## src/rtl/delta_pkg.sv

```systemverilog
package delta_pkg;

  localparam int ADDR_W = 16;
  localparam int LEN_W  = 12;
  localparam int LVL_W  = 7;
  localparam int TMR_W  = 9;
  localparam int RATE_W = 4;
  localparam int BYTE_W = 8;

  typedef enum logic [1:0] {
    SEL_CTRL = 2'd0,
    SEL_LOAD = 2'd1,
    SEL_BASE = 2'd2,
    SEL_SIZE = 2'd3
  } reg_sel_e;

  // Output-clock period, in CPU cycles, for each rate index.
  function automatic int rate_period(input int idx);
    case (idx)
      0:  return 428;
      1:  return 380;
      2:  return 340;
      3:  return 320;
      4:  return 286;
      5:  return 254;
      6:  return 226;
      7:  return 214;
      8:  return 190;
      9:  return 160;
      10: return 142;
      11: return 128;
      12: return 106;
      13: return 84;
      14: return 72;
      default: return 54;
    endcase
  endfunction

endpackage

```

## src/rtl/delta_regs.sv

```systemverilog
module delta_regs
  import delta_pkg::*;
#(
  parameter int ADDR_BITS = delta_pkg::ADDR_W,
  parameter int LEN_BITS  = delta_pkg::LEN_W,
  parameter int LVL_BITS  = delta_pkg::LVL_W,
  parameter int RATE_BITS = delta_pkg::RATE_W
) (
  input  logic                 clk,
  input  logic                 rst,
  input  logic                 wr,
  input  logic [1:0]           sel,
  input  logic [7:0]           wdata,
  output logic                 irq_en,
  output logic                 loop_en,
  output logic [RATE_BITS-1:0] rate_idx,
  output logic [ADDR_BITS-1:0] start_addr,
  output logic [LEN_BITS-1:0]  start_len,
  output logic                 load_we,
  output logic [LVL_BITS-1:0]  load_val,
  output logic                 irq_clr
);
  localparam int ADDR_SHIFT = 6;
  localparam int LEN_SHIFT  = 4;
  localparam int TOP_BITS   = ADDR_BITS - 8 - ADDR_SHIFT;

  logic [7:0] base_q;
  logic [7:0] size_q;
  logic       ctrl_wr;
  logic       unused_bits;

  assign ctrl_wr     = wr && (reg_sel_e'(sel) == SEL_CTRL);
  assign load_we     = wr && (reg_sel_e'(sel) == SEL_LOAD);
  assign load_val    = wdata[LVL_BITS-1:0];
  assign irq_clr     = ctrl_wr && !wdata[7];
  assign unused_bits = ^wdata[5:4];

  always_ff @(posedge clk) begin
    if (rst) begin
      irq_en   <= 1'b0;
      loop_en  <= 1'b0;
      rate_idx <= '0;
      base_q   <= '0;
      size_q   <= '0;
    end else if (wr) begin
      case (reg_sel_e'(sel))
        SEL_CTRL: begin
          irq_en   <= wdata[7];
          loop_en  <= wdata[6];
          rate_idx <= wdata[RATE_BITS-1:0];
        end
        SEL_BASE: base_q <= wdata;
        SEL_SIZE: size_q <= wdata;
        default: ;
      endcase
    end
  end

  // Start = top bits set, value above a 64-byte granule; length = 16n + 1.
  assign start_addr = {{TOP_BITS{1'b1}}, base_q, {ADDR_SHIFT{1'b0}}};
  assign start_len  = {size_q, {(LEN_SHIFT-1){1'b0}}, 1'b1};

  assert_ctrl_decode_R1: assert property (@(posedge clk) disable iff (rst)
    ctrl_wr |=> (irq_en == $past(wdata[7])) && (loop_en == $past(wdata[6])));

endmodule

```

## src/rtl/delta_fetch.sv

```systemverilog
module delta_fetch #(
  parameter int ADDR_BITS = delta_pkg::ADDR_W,
  parameter int LEN_BITS  = delta_pkg::LEN_W,
  parameter int BYTE_BITS = delta_pkg::BYTE_W
) (
  input  logic                 clk,
  input  logic                 rst,
  input  logic                 en_wr,
  input  logic                 en_val,
  input  logic [ADDR_BITS-1:0] start_addr,
  input  logic [LEN_BITS-1:0]  start_len,
  input  logic                 loop_en,
  input  logic                 irq_en,
  input  logic                 irq_clr,
  input  logic                 take,
  output logic                 mem_req,
  output logic [ADDR_BITS-1:0] mem_addr,
  input  logic                 mem_ack,
  input  logic [BYTE_BITS-1:0] mem_rdata,
  output logic                 buf_full,
  output logic [BYTE_BITS-1:0] buf_data,
  output logic                 irq_flag
);
  localparam logic [ADDR_BITS-1:0] WRAP_ADDR = {1'b1, {(ADDR_BITS-1){1'b0}}};
  localparam logic [ADDR_BITS-1:0] LAST_ADDR = '1;

  logic [ADDR_BITS-1:0] cur_addr;
  logic [ADDR_BITS-1:0] next_addr;
  logic [LEN_BITS-1:0]  bytes_left;
  logic                 fetch;
  logic                 last_byte;

  assign mem_req   = !buf_full && (bytes_left != '0);
  assign mem_addr  = cur_addr;
  assign fetch     = mem_req && mem_ack;
  assign last_byte = (bytes_left == LEN_BITS'(1));
  assign next_addr = (cur_addr == LAST_ADDR) ? WRAP_ADDR : cur_addr + ADDR_BITS'(1);

  always_ff @(posedge clk) begin
    if (rst) begin
      buf_full <= 1'b0;
      buf_data <= '0;
    end else if (fetch) begin
      buf_full <= 1'b1;
      buf_data <= mem_rdata;
    end else if (take) begin
      buf_full <= 1'b0;
    end
  end

  always_ff @(posedge clk) begin
    if (rst) begin
      cur_addr   <= '0;
      bytes_left <= '0;
    end else begin
      if (fetch) begin
        if (last_byte && loop_en) begin
          cur_addr   <= start_addr;
          bytes_left <= start_len;
        end else begin
          cur_addr   <= next_addr;
          bytes_left <= bytes_left - LEN_BITS'(1);
        end
      end
      if (en_wr) begin
        if (!en_val) begin
          bytes_left <= '0;
        end else if (bytes_left == '0) begin
          cur_addr   <= start_addr;
          bytes_left <= start_len;
        end
      end
    end
  end

  always_ff @(posedge clk) begin
    if (rst)
      irq_flag <= 1'b0;
    else if (irq_clr)
      irq_flag <= 1'b0;
    else if (fetch && last_byte && !loop_en && irq_en)
      irq_flag <= 1'b1;
  end

  assert_fetch_fills_R6: assert property (@(posedge clk) disable iff (rst)
    fetch |=> buf_full && (buf_data == $past(mem_rdata)));

  assert_count_down_R6: assert property (@(posedge clk) disable iff (rst)
    fetch && !en_wr && !last_byte |=> bytes_left == $past(bytes_left) - LEN_BITS'(1));

  assert_addr_wrap_R6: assert property (@(posedge clk) disable iff (rst)
    fetch && !en_wr && !last_byte && (cur_addr == LAST_ADDR) |=> cur_addr == WRAP_ADDR);

  assert_disable_clears_R7: assert property (@(posedge clk) disable iff (rst)
    en_wr && !en_val |=> bytes_left == '0);

  assert_loop_reload_R8: assert property (@(posedge clk) disable iff (rst)
    fetch && last_byte && loop_en && !en_wr |=> (bytes_left == $past(start_len)) && !$rose(irq_flag));

  assert_irq_sticky_R9: assert property (@(posedge clk) disable iff (rst)
    irq_flag && !irq_clr |=> irq_flag);

endmodule

```

## src/rtl/delta_output.sv

```systemverilog
module delta_output #(
  parameter int LVL_BITS  = delta_pkg::LVL_W,
  parameter int TMR_BITS  = delta_pkg::TMR_W,
  parameter int RATE_BITS = delta_pkg::RATE_W,
  parameter int BYTE_BITS = delta_pkg::BYTE_W
) (
  input  logic                 clk,
  input  logic                 rst,
  input  logic                 step,
  input  logic [RATE_BITS-1:0] rate_idx,
  input  logic                 buf_full,
  input  logic [BYTE_BITS-1:0] buf_data,
  input  logic                 load_we,
  input  logic [LVL_BITS-1:0]  load_val,
  output logic                 take,
  output logic [LVL_BITS-1:0]  level
);
  localparam int CNT_W = $clog2(BYTE_BITS + 1);
  localparam logic [LVL_BITS-1:0] STEP    = LVL_BITS'(2);
  localparam logic [LVL_BITS-1:0] UP_MAX  = LVL_BITS'((1 << LVL_BITS) - 3);
  localparam logic [CNT_W-1:0]    NBITS   = CNT_W'(BYTE_BITS);
  localparam logic [TMR_BITS-1:0] DEC     = TMR_BITS'(2);
  localparam logic [TMR_BITS-1:0] RST_PER = TMR_BITS'(delta_pkg::rate_period(0));

  logic [TMR_BITS-1:0]  timer;
  logic [TMR_BITS-1:0]  reload;
  logic [BYTE_BITS-1:0] shifter;
  logic [CNT_W-1:0]     bits_left;
  logic                 silent;
  logic [LVL_BITS-1:0]  level_q;
  logic [LVL_BITS-1:0]  level_nx;
  logic                 out_clk;
  logic                 cycle_end;

  assign reload    = TMR_BITS'(delta_pkg::rate_period(int'(rate_idx)));
  assign out_clk   = step && (timer <= DEC);
  assign cycle_end = (bits_left <= CNT_W'(1));
  assign take      = out_clk && cycle_end && buf_full;
  assign level     = level_q;

  always_comb begin
    level_nx = level_q;
    if (!silent) begin
      if (shifter[0]) begin
        if (level_q <= UP_MAX) level_nx = level_q + STEP;
      end else begin
        if (level_q >= STEP) level_nx = level_q - STEP;
      end
    end
  end

  always_ff @(posedge clk) begin
    if (rst) begin
      timer <= RST_PER;
    end else if (step) begin
      timer <= out_clk ? reload : timer - DEC;
    end
  end

  always_ff @(posedge clk) begin
    if (rst) begin
      shifter   <= '0;
      bits_left <= '0;
      silent    <= 1'b1;
    end else if (out_clk) begin
      if (cycle_end) begin
        bits_left <= NBITS;
        if (buf_full) begin
          shifter <= buf_data;
          silent  <= 1'b0;
        end else begin
          shifter <= shifter >> 1;
          silent  <= 1'b1;
        end
      end else begin
        shifter   <= shifter >> 1;
        bits_left <= bits_left - CNT_W'(1);
      end
    end
  end

  always_ff @(posedge clk) begin
    if (rst)
      level_q <= '0;
    else if (load_we)
      level_q <= load_val;
    else if (out_clk)
      level_q <= level_nx;
  end

  assert_timer_live_R1: assert property (@(posedge clk) disable iff (rst)
    timer != '0);

  assert_load_R2: assert property (@(posedge clk) disable iff (rst)
    load_we |=> level_q == $past(load_val));

  assert_level_step_R4: assert property (@(posedge clk) disable iff (rst)
    !load_we |=> (level_q == $past(level_q)) || (level_q == $past(level_q) + STEP)
                 || (level_q + STEP == $past(level_q)));

  assert_silent_hold_R5: assert property (@(posedge clk) disable iff (rst)
    silent && !load_we |=> level_q == $past(level_q));

endmodule

```

## src/rtl/delta_playback.sv

```systemverilog
module delta_playback
  import delta_pkg::*;
#(
  parameter int ADDR_BITS = delta_pkg::ADDR_W,
  parameter int LEN_BITS  = delta_pkg::LEN_W,
  parameter int LVL_BITS  = delta_pkg::LVL_W,
  parameter int TMR_BITS  = delta_pkg::TMR_W,
  parameter int RATE_BITS = delta_pkg::RATE_W,
  parameter int BYTE_BITS = delta_pkg::BYTE_W
) (
  input  logic                 clk,
  input  logic                 rst,
  input  logic                 reg_wr,
  input  logic [1:0]           reg_sel,
  input  logic [7:0]           reg_wdata,
  input  logic                 en_wr,
  input  logic                 en_val,
  input  logic                 apu_step,
  output logic                 mem_req,
  output logic [ADDR_BITS-1:0] mem_addr,
  input  logic                 mem_ack,
  input  logic [BYTE_BITS-1:0] mem_rdata,
  output logic [LVL_BITS-1:0]  level,
  output logic                 irq
);
  logic                 irq_en;
  logic                 loop_en;
  logic [RATE_BITS-1:0] rate_idx;
  logic [ADDR_BITS-1:0] start_addr;
  logic [LEN_BITS-1:0]  start_len;
  logic                 load_we;
  logic [LVL_BITS-1:0]  load_val;
  logic                 irq_clr;
  logic                 take;
  logic                 buf_full;
  logic [BYTE_BITS-1:0] buf_data;

  delta_regs #(
    .ADDR_BITS(ADDR_BITS), .LEN_BITS(LEN_BITS),
    .LVL_BITS(LVL_BITS), .RATE_BITS(RATE_BITS)
  ) u_regs (
    .clk(clk), .rst(rst), .wr(reg_wr), .sel(reg_sel), .wdata(reg_wdata),
    .irq_en(irq_en), .loop_en(loop_en), .rate_idx(rate_idx),
    .start_addr(start_addr), .start_len(start_len),
    .load_we(load_we), .load_val(load_val), .irq_clr(irq_clr)
  );

  delta_fetch #(
    .ADDR_BITS(ADDR_BITS), .LEN_BITS(LEN_BITS), .BYTE_BITS(BYTE_BITS)
  ) u_fetch (
    .clk(clk), .rst(rst), .en_wr(en_wr), .en_val(en_val),
    .start_addr(start_addr), .start_len(start_len),
    .loop_en(loop_en), .irq_en(irq_en), .irq_clr(irq_clr), .take(take),
    .mem_req(mem_req), .mem_addr(mem_addr), .mem_ack(mem_ack),
    .mem_rdata(mem_rdata), .buf_full(buf_full), .buf_data(buf_data),
    .irq_flag(irq)
  );

  delta_output #(
    .LVL_BITS(LVL_BITS), .TMR_BITS(TMR_BITS),
    .RATE_BITS(RATE_BITS), .BYTE_BITS(BYTE_BITS)
  ) u_out (
    .clk(clk), .rst(rst), .step(apu_step), .rate_idx(rate_idx),
    .buf_full(buf_full), .buf_data(buf_data),
    .load_we(load_we), .load_val(load_val),
    .take(take), .level(level)
  );

  assert_reset_quiet_R10: assert property (@(posedge clk)
    $fell(rst) |-> (level == '0) && !irq && !mem_req);

endmodule

```

## config.mk

```make
export PLATFORM = sky130hd
export DESIGN_NAME = delta_playback
export DESIGN_NICKNAME = d
export VERILOG_FILES = /design/src/rtl/delta_pkg.sv /design/src/rtl/delta_regs.sv /design/src/rtl/delta_fetch.sv /design/src/rtl/delta_output.sv /design/src/rtl/delta_playback.sv
export SDC_FILE = /design/constraint.sdc
export NUM_CORES = 1
export LEC_CHECK = 0
export ABC_AREA = 0
export BUFFER_PORTS_ARGS = -buffer_cell sky130_fd_sc_hd__buf_4
export CORE_MARGIN = 4
export CORE_UTILIZATION = 40
export DETAILED_ROUTE_END_ITERATION = 7
export GPL_TIMING_DRIVEN = 0
export SLEW_MARGIN = 20
export SYNTH_ARGS = -nofsm -noshare
export SYNTH_HDL_FRONTEND = slang
export SYNTH_SLANG_ARGS = --single-unit
```

## constraint.sdc

```tcl
create_clock -name clk -period 3.9 [get_ports clk]
set_input_delay 0.78 -clock clk [delete_from_list [all_inputs] [get_ports clk]]
set_output_delay 0.78 -clock clk [all_outputs]
set_load 0.01 [all_outputs]
```

# Word-level counts from Yosys, hierarchy flattened
# Memories as Yosys holds them, arrays and structs flattened. A register that Yosys moved wholly into a read port is not among the register bits.
# Cells that the tools add are included.
dict set report word_totals {
  ff_bits 89
  latch_bits 0
  ramBits 0
  romBits 128
  input_bits 25
  output_inout_bits 25
  mem_count 1
}
# memory words word_bits read_ports rd_clocked_by_memory_dff wr line_no
set mem_list {}
lappend mem_list {{(name not given)} 16 8 1 1 0 delta_pkg.sv:19} ;# case (idx)
dict set report classes {
  add_sub_neg 6
  mul 0
  div 0
  magnitude_cmp 4
  eq_ne 7
  shifts 0
  mux 26
  bitwise 0
  n_reduce_logical 27
}
# operator n
set ops {}
lappend ops {{$mux 16} 6}
lappend ops {{$mux 12} 5}
lappend ops {{$mux 7} 6}
lappend ops {{$add 16x1->16 const B} 1}
lappend ops {{$eq 16x16->1 const B} 1}
lappend ops {{$mux 8} 2}
lappend ops {{$eq 12x1->1 const B} 1}
lappend ops {{$logic_and 1x1->1} 12}
lappend ops {{$logic_not 12->1} 1}
lappend ops {{$mux 4} 3}
lappend ops {{$reduce_bool 12->1} 1}
lappend ops {{$sub 12x1->12 const B} 1}
lappend ops {{$le 9x2->1 const B} 1}
lappend ops {{$mux 9} 1}
lappend ops {{$sub 9x2->9 const B} 1}
lappend ops {{$reduce_and 2->1} 4}
lappend ops {{$add 7x2->7 const B} 1}
lappend ops {{$ge 7x2->1 const B} 1}
lappend ops {{$le 7x7->1 const B} 1}
lappend ops {{$sub 7x2->7 const B} 1}
lappend ops {{$eq 2x2->1 const B} 2}
lappend ops {{$le 4x1->1 const B} 1}
lappend ops {{$reduce_and 4->1} 1}
lappend ops {{$reduce_bool 2->1} 2}
lappend ops {{9 further kinds} 13}

# Logic depth before layout (Yosys ltp)
# Gate-level depths: netlist (run 1).
dict set report depth {
  ltp_word 7
  mapped_depth 9
  ltp_nobuf 8
}

# By module
# From an unflattened synthesis (run 1), not the netlist that was laid out.
dict set report unflattened {
  cells_unflattened 615
  area_unflattened_um2 5178.7
}
# module instances cells_each area_each_um2 seq_area_each_um2
set by_module_without_submodules {}
lappend by_module_without_submodules {delta_fetch 1 281 2274.7 760.7}
lappend by_module_without_submodules {delta_output 1 227 1830.5 560.5}
lappend by_module_without_submodules {delta_regs 1 107 1073.5 440.4}

# Least setup slack after synthesis (run 1)
# No wires, ideal clock.
dict set report synth_timing {
  path_kind {input -> register}
  startpoint {input port reg_sel[1]}
  endpoint {register, netlist name u_out.reload[4]}
  arrival_ns 2.423
  setup_slack_ns 1.343
  stages 8
  path_buffers 1
  path_cell_list {nor3b_1 > buf_2 > mux2i_1 > nor2_1 > inv_1 > ha_1 > inv_1 > mux4_2}
}
dict set report synth_via {
  elab_chain_cells 4
}
# element line_no
set synth_lines {}
lappend synth_lines {{from (decl)} delta_playback.sv:14} ;# input logic [1:0] reg_sel,
lappend synth_lines {{$logic_not 2->1} delta_regs.sv:46} ;# case (reg_sel_e'(sel))
lappend synth_lines {{$reduce_and 2->1 (no source line)} n/a}
lappend synth_lines {{$mux 4 (no source line) (2 in a row)} n/a}
# Every way passes these cells.
# A chain may end at the register's enable or synchronous reset.

# Worst setup path in the final report (run 1)
dict set report layout_timing {
  startpoint {register u_fetch.bytes_left[1]}
  endpoint {output port mem_req}
}
dict set report layout_via {
  elab_chain_cells 2
}
# element line_no
set layout_lines {}
lappend layout_lines {{from (decl)} delta_fetch.sv:29} ;# logic [LEN_BITS-1:0] bytes_left;
lappend layout_lines {{from (signal assigned)} delta_fetch.sv:59} ;# bytes_left <= start_len;
lappend layout_lines {{from (signal assigned)} delta_fetch.sv:62} ;# bytes_left <= bytes_left - LEN_BITS'(1);
lappend layout_lines {{from (signal assigned)} delta_fetch.sv:70} ;# bytes_left <= start_len;
lappend layout_lines {{$reduce_bool 12->1} delta_fetch.sv:33} ;# assign mem_req = !buf_full && (bytes_left != '0);
lappend layout_lines {{$logic_and 1x1->1} delta_fetch.sv:33}
lappend layout_lines {{to (decl)} delta_playback.sv:19} ;# output logic mem_req,
# Every way passes these cells.

==> results of run 1 <==
metrics by stage:
| stage | setup slack [ns] | cell area [sq um] |
|---|---|---|
| after detailed placement | 0.937 | 5300 |
| after global placement | 0.965 | 5300 |
| final | 1.10 | 5630 |
| after global routing | 0.944 | 5630 |
| after floorplan | 1.34 | 4750 |
| after CTS | 1.12 | 5630 |
power by group through the flow:
stage	Clock [mW]	Sequential, mW	Combinational (mW)
finish	0.976	1.24	1.08
global route	1.03	1.25	1.21
CTS	0.995	1.23	1.08
detailed placement	0	1.25	1.06
global placement	0	1.25	1.06
floorplan	0	1.23	0.740
how the worst max path moves through the flow:
stage | endpoint | startpoint | cells past startpoint
6_report | mem_req | u_fetch.bytes_left[1] | 5
5_1_grt | mem_req | u_fetch.bytes_left[0] | 5
4_1_cts | mem_req | u_fetch.bytes_left[1] | 5
3_5_place_dp | u_out.reload[4] | reg_sel[1] | 9
3_3_place_gp | u_out.reload[4] | reg_sel[1] | 9
2_1_floorplan | u_out.reload[4] | reg_sel[1] | 8
sequential cells by signal, summed over array words and instances, names as in the netlist, 4 cells and up:
signal              flops
u_out.reload            8
u_regs.rate_idx         4
u_fetch.bytes_left     12
u_out.bits_left         4
u_regs.base_q           8
u_fetch.buf_data        8
u_regs.size_q           8
u_out.shifter           8
u_out.level             7
u_out.timer             8
u_fetch.mem_addr       16
layer usage:
metal	part of all wire (%)	global-route usage [%]	up-vias
li1	-	-	2146
met1	48	26.6	2028
met2	45	30.5	116
met3	5.3	3.70	19
met4	2.3	8.64	0
met5	0	0	-
cells by family (layout without fill, tap and decap cells):
group           after synthesis  in the layout
compound gates              116            116
xor+xnor                     25             25
fa+ha+maj                    14             14
buf+inv                      48            113
flops                        96             96
mux                          29             29
simple gates                228            228
layout by cell type, fill, tap and decap left out, drive strengths merged, types with 3 or more instances in the layout:
master   instances
nor4b            4
a21oi           33
nand3b           3
nand4b           3
xnor2           13
clkinv           3
or3              6
and3             4
xor2            12
inv             20
clkbuf          30
o2bb2ai          5
mux2i           27
a211oi          14
nor2b            5
ha              14
nor4            10
nand4           14
a311oi          13
buf             58
a21o             4
o22ai            3
nand3           19
o21ai           17
nor3b            3
nand2           47
nor2            76
nor3            20
dfxtp           96
and4             5
o31ai            3
worst max-delay path, stage by stage, from the launching register on:
cell,delay [ns]
dfxtp_1,0.35
inv_1,0.11
ha_1,0.21
nor4b_1,0.65
a21oi_1,0.16
buf_4,0.19
cell type report:
class,count,area share (%)
buffer,28,2.00
clock buffer,11,4.49
clock inverter,5,1.40
inverter,20,1.33
multi-input combinational,412,46.9
sequential,96,34.1
tap,143,3.18
timing repair buffer,49,6.54
==> qor.yml, run 1 <==
yosys:
  seq_area_frac_synth_pct: 40.5
  syn_nets: 595
  synth_top_cell_area_share_pct: 40.5
  synth.mux.area_fraction_pct: 6.40
  syn-cell-area_sq_um: 4750
  netlist_top_cells_count: "dfxtp_1, nor2_1, nand2_1, a21oi_1, mux2i_1"
  synth-main-ff-cell: "dfxtp_1"
  synth_compound_area_share_pct: 16.9
  synthSimpleGateAreaFrac_pct: 24.0
  synth_cells: 556
  synth_fa_ha_area_share_pct: 3.69
  synthDistinctLibCells: 59
  synth_area_per_cell_sq_um: 8.54
  synth_xor_area_share_pct: 4.61
  synth_edf_count: 0
  synth_top_family_by_area: "simple AND/OR/NAND/NOR gates"
  synth.area.top_cells: "dfxtp_1, nor2_1, mux2i_1, nand2_1, ha_1"
  synth-seq-cells: 96
  yosysMostFrequentCell: "dfxtp_1"
  ys_warn_count: 0
  synth_area_leader_cell: "dfxtp_1"
  async_reset_ff_share_pct: 0
critical_path:
  worstSetupPathType: "flip-flop to output pin"
  startpoint_type: "flip-flop"
  crit_fanout: 5
  cp-end-kind: "output pin"
  regToRegSetupSlack_ns: 1.26
  reg2reg_depth: 8
  critPathRequiredTime_ns: 3.12
  cp.arrival_ns: 2.02
  r2r_start: "u_fetch.bytes_left[1]"
  r2r-end: "u_fetch.buf_data[4]"
cts:
  clockBufferDepth: 2
  cts-root-buf: "clkbuf_16"
  cts_resized: 0
  cts.sinks: 96
  hold_buffers: 0
  cts_buffers: 9
  post_cts_buffers: 0
  cts-htree-levels: 3
  clk_latency_ns: 0.35
  clk_pin_slew_ns: 0.07
  cts_tree: "done"
cells_and_area:
  fin_cells: 764
  fin_util_pct: 48.9
  diodes: 0
  drive_above_1_share_pct: 13.0
  multi_input_area_sq_um: 2640
  regArea_sq_um: 1920
  num-nets-final: 655
  num-fill-cells: 1132
  areaGrowthSynthToFinish_pct: 18.5
sta:
  rsz0062_at_grt: "no"
  setup_viol: 0
  tns_ns: 0
  relSlewSlack_pct: 48.6
  worst_slew_pin_slew_ns: 0.761
  fmax_mhz: 357
  hold_viol_final: 0
  hold_slack_ns: 0.456
  skew_ns: 0.00819
  slew_violations: 0
  finalCritPeriodShare_pct: 71.9
  period_minus_slack_ns: 2.80
pwr:
  p_sw_mw: 1.18
  comb_power_share_pct: 32.9
  ir_drop_mv: 0.207
  power.density_nw_per_um2: 586
  p_seq_share_pct: 37.5
  p_sw_share_pct: 35.9
  p_clk_share_pct: 29.6
  power.leakage_nw: 2.19
  p_int_mw: 2.11
  power.total_mw: 3.30
placed_design:
  hpwl_um: 9340
  placed_cells: 748
  place_congestion: 0.896
  portBuffers: 49
worst_hold_path:
  hold_end: "u_out.shifter[7]"
  whs_path_depth: 2
  hold_path.class: "flip-flop to flip-flop"
  min_from: "u_out.shifter[7]"
global_route:
  grt_overflow: 0
  grt_pass1_vias: 4112
  antenna_found_initial: 0
  grtUsageTotal_pct: 19.6
  grt_max_degree: 16
  grt_pass1_wl_um: 20700
route:
  drt_iter0_markers: 315
  vias_per_cell: 5.64
  wire_per_inst_um: 16.8
  wirelength_um: 12900
  route.detailed.drc: 0
  num_vias: 4309
  ant_nets: 0
  dr.pass1.iters: 5
floorplan:
  die_h_um: 117
  rows: 39
  die_area_sq_um: 13700
  initial_utilization_pct: 41.2
  die_x_um: 117
  ios: 50
  core_area_sq_um: 11500
flow_run:
  cap_violations: 0
status:
  status: "completed"
(Power assumes the default switching activity.)
==> run 2: changes to the inputs <==
--- a/config.mk
+++ b/config.mk
@@ -5,7 +5,7 @@
 export SDC_FILE = /design/constraint.sdc
 export NUM_CORES = 1
 export LEC_CHECK = 0
-export ABC_AREA = 0
+export ABC_AREA = 1
 export BUFFER_PORTS_ARGS = -buffer_cell sky130_fd_sc_hd__buf_4
 export CORE_MARGIN = 4
 export CORE_UTILIZATION = 40
==> constraint.sdc (replaced) <==
create_clock -name clk -period 2.4 [get_ports clk]
set_input_delay 0.48 -clock clk [delete_from_list [all_inputs] [get_ports clk]]
set_output_delay 0.48 -clock clk [all_outputs]
set_load 0.01 [all_outputs]
==> run 2 against run 1 <==
Clock skew decreased by 0.0025 ns. Cell count rose by 26%. Via count increased by 11%. Worst hold slack worse by 0.075 ns. Sequential power rose by 62%. Routed wire length up 3.2%. Non-clock buffer count down 4. Highest routed layer unchanged.
==> qor.yml, run 2 <==
status:
  status: "completed"  # unchanged
yosys:
  yosysMostFrequentCell: "nand2_1"  # was dfxtp_1
  synth_top_cell_area_share_pct: 38.1  # was 40.5%
  syn-cell-area_sq_um: 5040  # was 4750 sq um
  ys_warn_count: 0  # unchanged
  synth.area.top_cells: "dfxtp_1, nand2_1, o21ai_0, inv_1, nand3_1"  # was dfxtp_1, nor2_1, mux2i_1, nand2_1, ha_1
  async_reset_ff_share_pct: 0  # unchanged
  synth_edf_count: 0  # unchanged
  seq_area_frac_synth_pct: 38.1  # was 40.5%
  synth_area_per_cell_sq_um: 6.90  # was 8.54 sq um
  synth_area_leader_cell: "dfxtp_1"  # unchanged
  synth-seq-cells: 96  # unchanged
  synthDistinctLibCells: 41  # was 59
  synth-main-ff-cell: "dfxtp_1"  # unchanged
  synth_cells: 731  # was 556
  syn_nets: 770  # was 595
  netlist_top_cells_count: "nand2_1, dfxtp_1, inv_1, nor2_1, o21ai_0"  # was dfxtp_1, nor2_1, nand2_1, a21oi_1, mux2i_1
sta:
  hold_slack_ns: 0.381  # was 0.456 ns
  finalCritPeriodShare_pct: 88.2
  tns_ns: 0  # unchanged
  skew_ns: 0.00567  # was 0.00819 ns
  setup_ws_ns: 0.282  # was 1.10 ns
  hold_viol_final: 0  # unchanged
  worst_slew_pin_slew_ns: 0.667  # was 0.761 ns
  fmax_mhz: 472
  rsz0062_at_grt: "no"  # unchanged
  period_minus_slack_ns: 2.12
  relSlewSlack_pct: 55.5  # was 48.6%
  slew_violations: 0  # unchanged
  setup_viol: 0  # unchanged
critical_path:
  startpoint_type: "primary input"  # was flip-flop
  cp_slowest_cell: "clkbuf_1"  # was nor4b_1
  cp-end-kind: "flip-flop"  # was output pin
  reg2reg_depth: 11  # was 8
  regToRegSetupSlack_ns: 0.51  # was 1.26 ns
  worstSetupPathType: "primary input to flip-flop"  # was flip-flop to output pin
  endpoint: "u_out.reload[1]"  # was mem_req
  cpMostUsedCell: "o21ai_0"
  cp.arrival_ns: 2.33  # was 2.02 ns
  crit_fanout: 9  # was 5
  critPathRequiredTime_ns: 2.61  # was 3.12 ns
  critical_path.startpoint: "rst"  # was u_fetch.bytes_left[1]
  path_cells: "clkbuf_1 > inv_1 > nand3_1 > ha_1 > o21ai_0 > o21ai_0"  # was inv_1 > ha_1 > nor4b_1 > a21oi_1 > buf_4
  r2r_start: "u_fetch.mem_addr[0]"  # was u_fetch.bytes_left[1]
  critical-path-max-stage-delay_ns: 0.48  # was 0.65 ns
  r2r-end: "u_fetch.mem_addr[2]"  # was u_fetch.buf_data[4]
floorplan:
  core_area_sq_um: 12200  # was 11500 sq um
  rows: 40  # was 39
  die_x_um: 120  # was 117 um
  die_area_sq_um: 14500  # was 13700 sq um
  die_h_um: 120  # was 117 um
  ios: 50  # unchanged
  initial_utilization_pct: 41.5  # was 41.2%
global_route:
  grt_pass1_vias: 4415  # was 4112
  grtUsageTotal_pct: 18.4  # was 19.6%
  antenna_found_initial: 0  # unchanged
  grt_pass1_wl_um: 21600  # was 20700 um
  grt_overflow: 0  # unchanged
  grt_max_degree: 15  # was 16
worst_hold_path:
  hold_path.class: "primary input to flip-flop"  # was flip-flop to flip-flop
cts:
  clk_pin_slew_ns: 0.07  # about the same
  cts.sinks: 96  # unchanged
  clk_latency_ns: 0.35  # about the same
  cts-htree-levels: 3  # unchanged
  post_cts_buffers: 0  # unchanged
  clockBufferDepth: 2  # unchanged
  cts_tree: "done"  # unchanged
  cts_buffers: 9  # unchanged
  cts-root-buf: "clkbuf_16"  # unchanged
cells_and_area:
  diodes: 0  # unchanged
  drive_above_1_share_pct: 14.1  # was 13.0%
  mostFrequentLayoutCells: "nand2_1, dfxtp_1, inv_1"  # was dfxtp_1, nor2_1, buf_4
  num-nets-final: 829  # was 655
  areaGrowthSynthToFinish_pct: 17.7  # was 18.5%
  final_common_cell: "nand2_1"  # was dfxtp_1
  largest_reg_flops: 16  # unchanged
route:
  dr.pass1.iters: 5  # unchanged
  wirelength_um: 13300  # was 12900 um
  ant_nets: 0  # unchanged
  vias_per_cell: 4.97  # was 5.64
  wire_per_inst_um: 13.8  # was 16.8 um
  drt_iter0_markers: 265  # was 315
  num_vias: 4790  # was 4309
  route.detailed.drc: 0  # unchanged
pwr:
  p_clk_share_pct: 25.4  # was 29.6%
  p_sw_mw: 2.41  # was 1.18 mW
  p_sw_share_pct: 39.5  # was 35.9%
  ir_drop_mv: 0.568  # was 0.207 mV
  p_int_mw: 3.69  # was 2.11 mW
  power.leakage_nw: 2.65  # was 2.19 nW
  comb_power_share_pct: 41.6  # was 32.9%
  power.density_nw_per_um2: 1030  # was 586 nW/um^2
  p_seq_share_pct: 33.0  # was 37.5%
placed_design:
  place_congestion: 0.839  # was 0.896
  portBuffers: 48  # was 49
  hpwl_um: 9910  # was 9340 um
  place_ws_ns: -0.0388  # was 0.937 ns
flow_run:
  cap_violations: 0  # unchanged
## run 2: worst min path at each step
| stage | from | to | slack (ns) | cells after the start |
|---|---|---|---|---|
| finish | mem_rdata[3] | u_fetch.buf_data[3] | 0.38 | 3 |
| global route | mem_rdata[3] | u_fetch.buf_data[3] | 0.38 | 3 |
| CTS | mem_rdata[3] | u_fetch.buf_data[3] | 0.38 | 3 |
| detailed placement | u_regs.base_q[2] | u_regs.base_q[2] | 0.44 | 2 |
| global placement | u_regs.size_q[3] | u_regs.size_q[3] | 0.44 | 2 |
| floorplan | u_regs.size_q[2] | u_regs.size_q[2] | 0.42 | 2 |
## run 2: metrics by stage
stage | power (mW) | cells | utilization, % | area, sq um
finish | 6.10 | 963 | 48.8 | 5940
global route | 6.53 | 963 | 48.8 | 5940
CTS | 6.16 | 963 | 48.8 | 5930
detailed placement | 4.59 | 947 | 46.2 | 5620
global placement | 4.56 | 947 | 46.2 | 5620
floorplan | 3.88 | 731 | - | 5040
## run 2: logic make-up after synthesis
| kind of cell | count (synthesis) | share of synthesized area, % |
|---|---|---|
| AND/OR/NAND/NOR | 342 | 30.9 |
| AO/OA/AOI/OAI | 156 | 16.3 |
| buffers and inverters | 113 | 9.50 |
| flip-flops | 96 | 38.1 |
| adder cells (fa/ha/maj) | 14 | 3.47 |
| XOR/XNOR | 10 | 1.74 |
## run 2: power groups by stage
| stage | sequential (mW) | combinational [mW] | clock, mW |
|---|---|---|---|
| after floorplan | 2.02 | 1.86 | 0 |
| after global placement | 2.04 | 2.52 | 0 |
| after detailed placement | 2.05 | 2.54 | 0 |
| after CTS | 2.01 | 2.55 | 1.59 |
| after global routing | 2.04 | 2.84 | 1.64 |
| final | 2.01 | 2.54 | 1.55 |
## run 2: cell type report
class	count	area (sq um)
inverter	88	330
fill	1255	6230
tap	168	210
sequential	96	1920
clock inverter	3	65.1
timing repair buffer	48	360
clock buffer	13	250
buffer	25	149
multi-input combinational	522	2650
## run 2: what timing repair did
action | CTS | global route
hold buffers | 0 | 0
endpoints found under the hold margin | 0 | 0
gates resized for setup | 0 | 1
setup endpoints to repair | 0 | 2
## run 2: routing by layer
metal | global-route usage, % | wire, um | vias to the layer above
li1 | - | - | 2504
met1 | 24.2 | 6240 | 2135
met2 | 30.5 | 6070 | 130
met3 | 4.58 | 744 | 21
met4 | 4.46 | 201 | 0
met5 | 0 | 0 | -
## run 2: critical path, delay by kind of cell
family | cells | cell delay (ns)
buffers and inverters | 2 | 0.79
AOI/OAI and AO/OA | 2 | 0.43
and+or+nand+nor | 1 | 0.34
adders and majority gates | 1 | 0.30
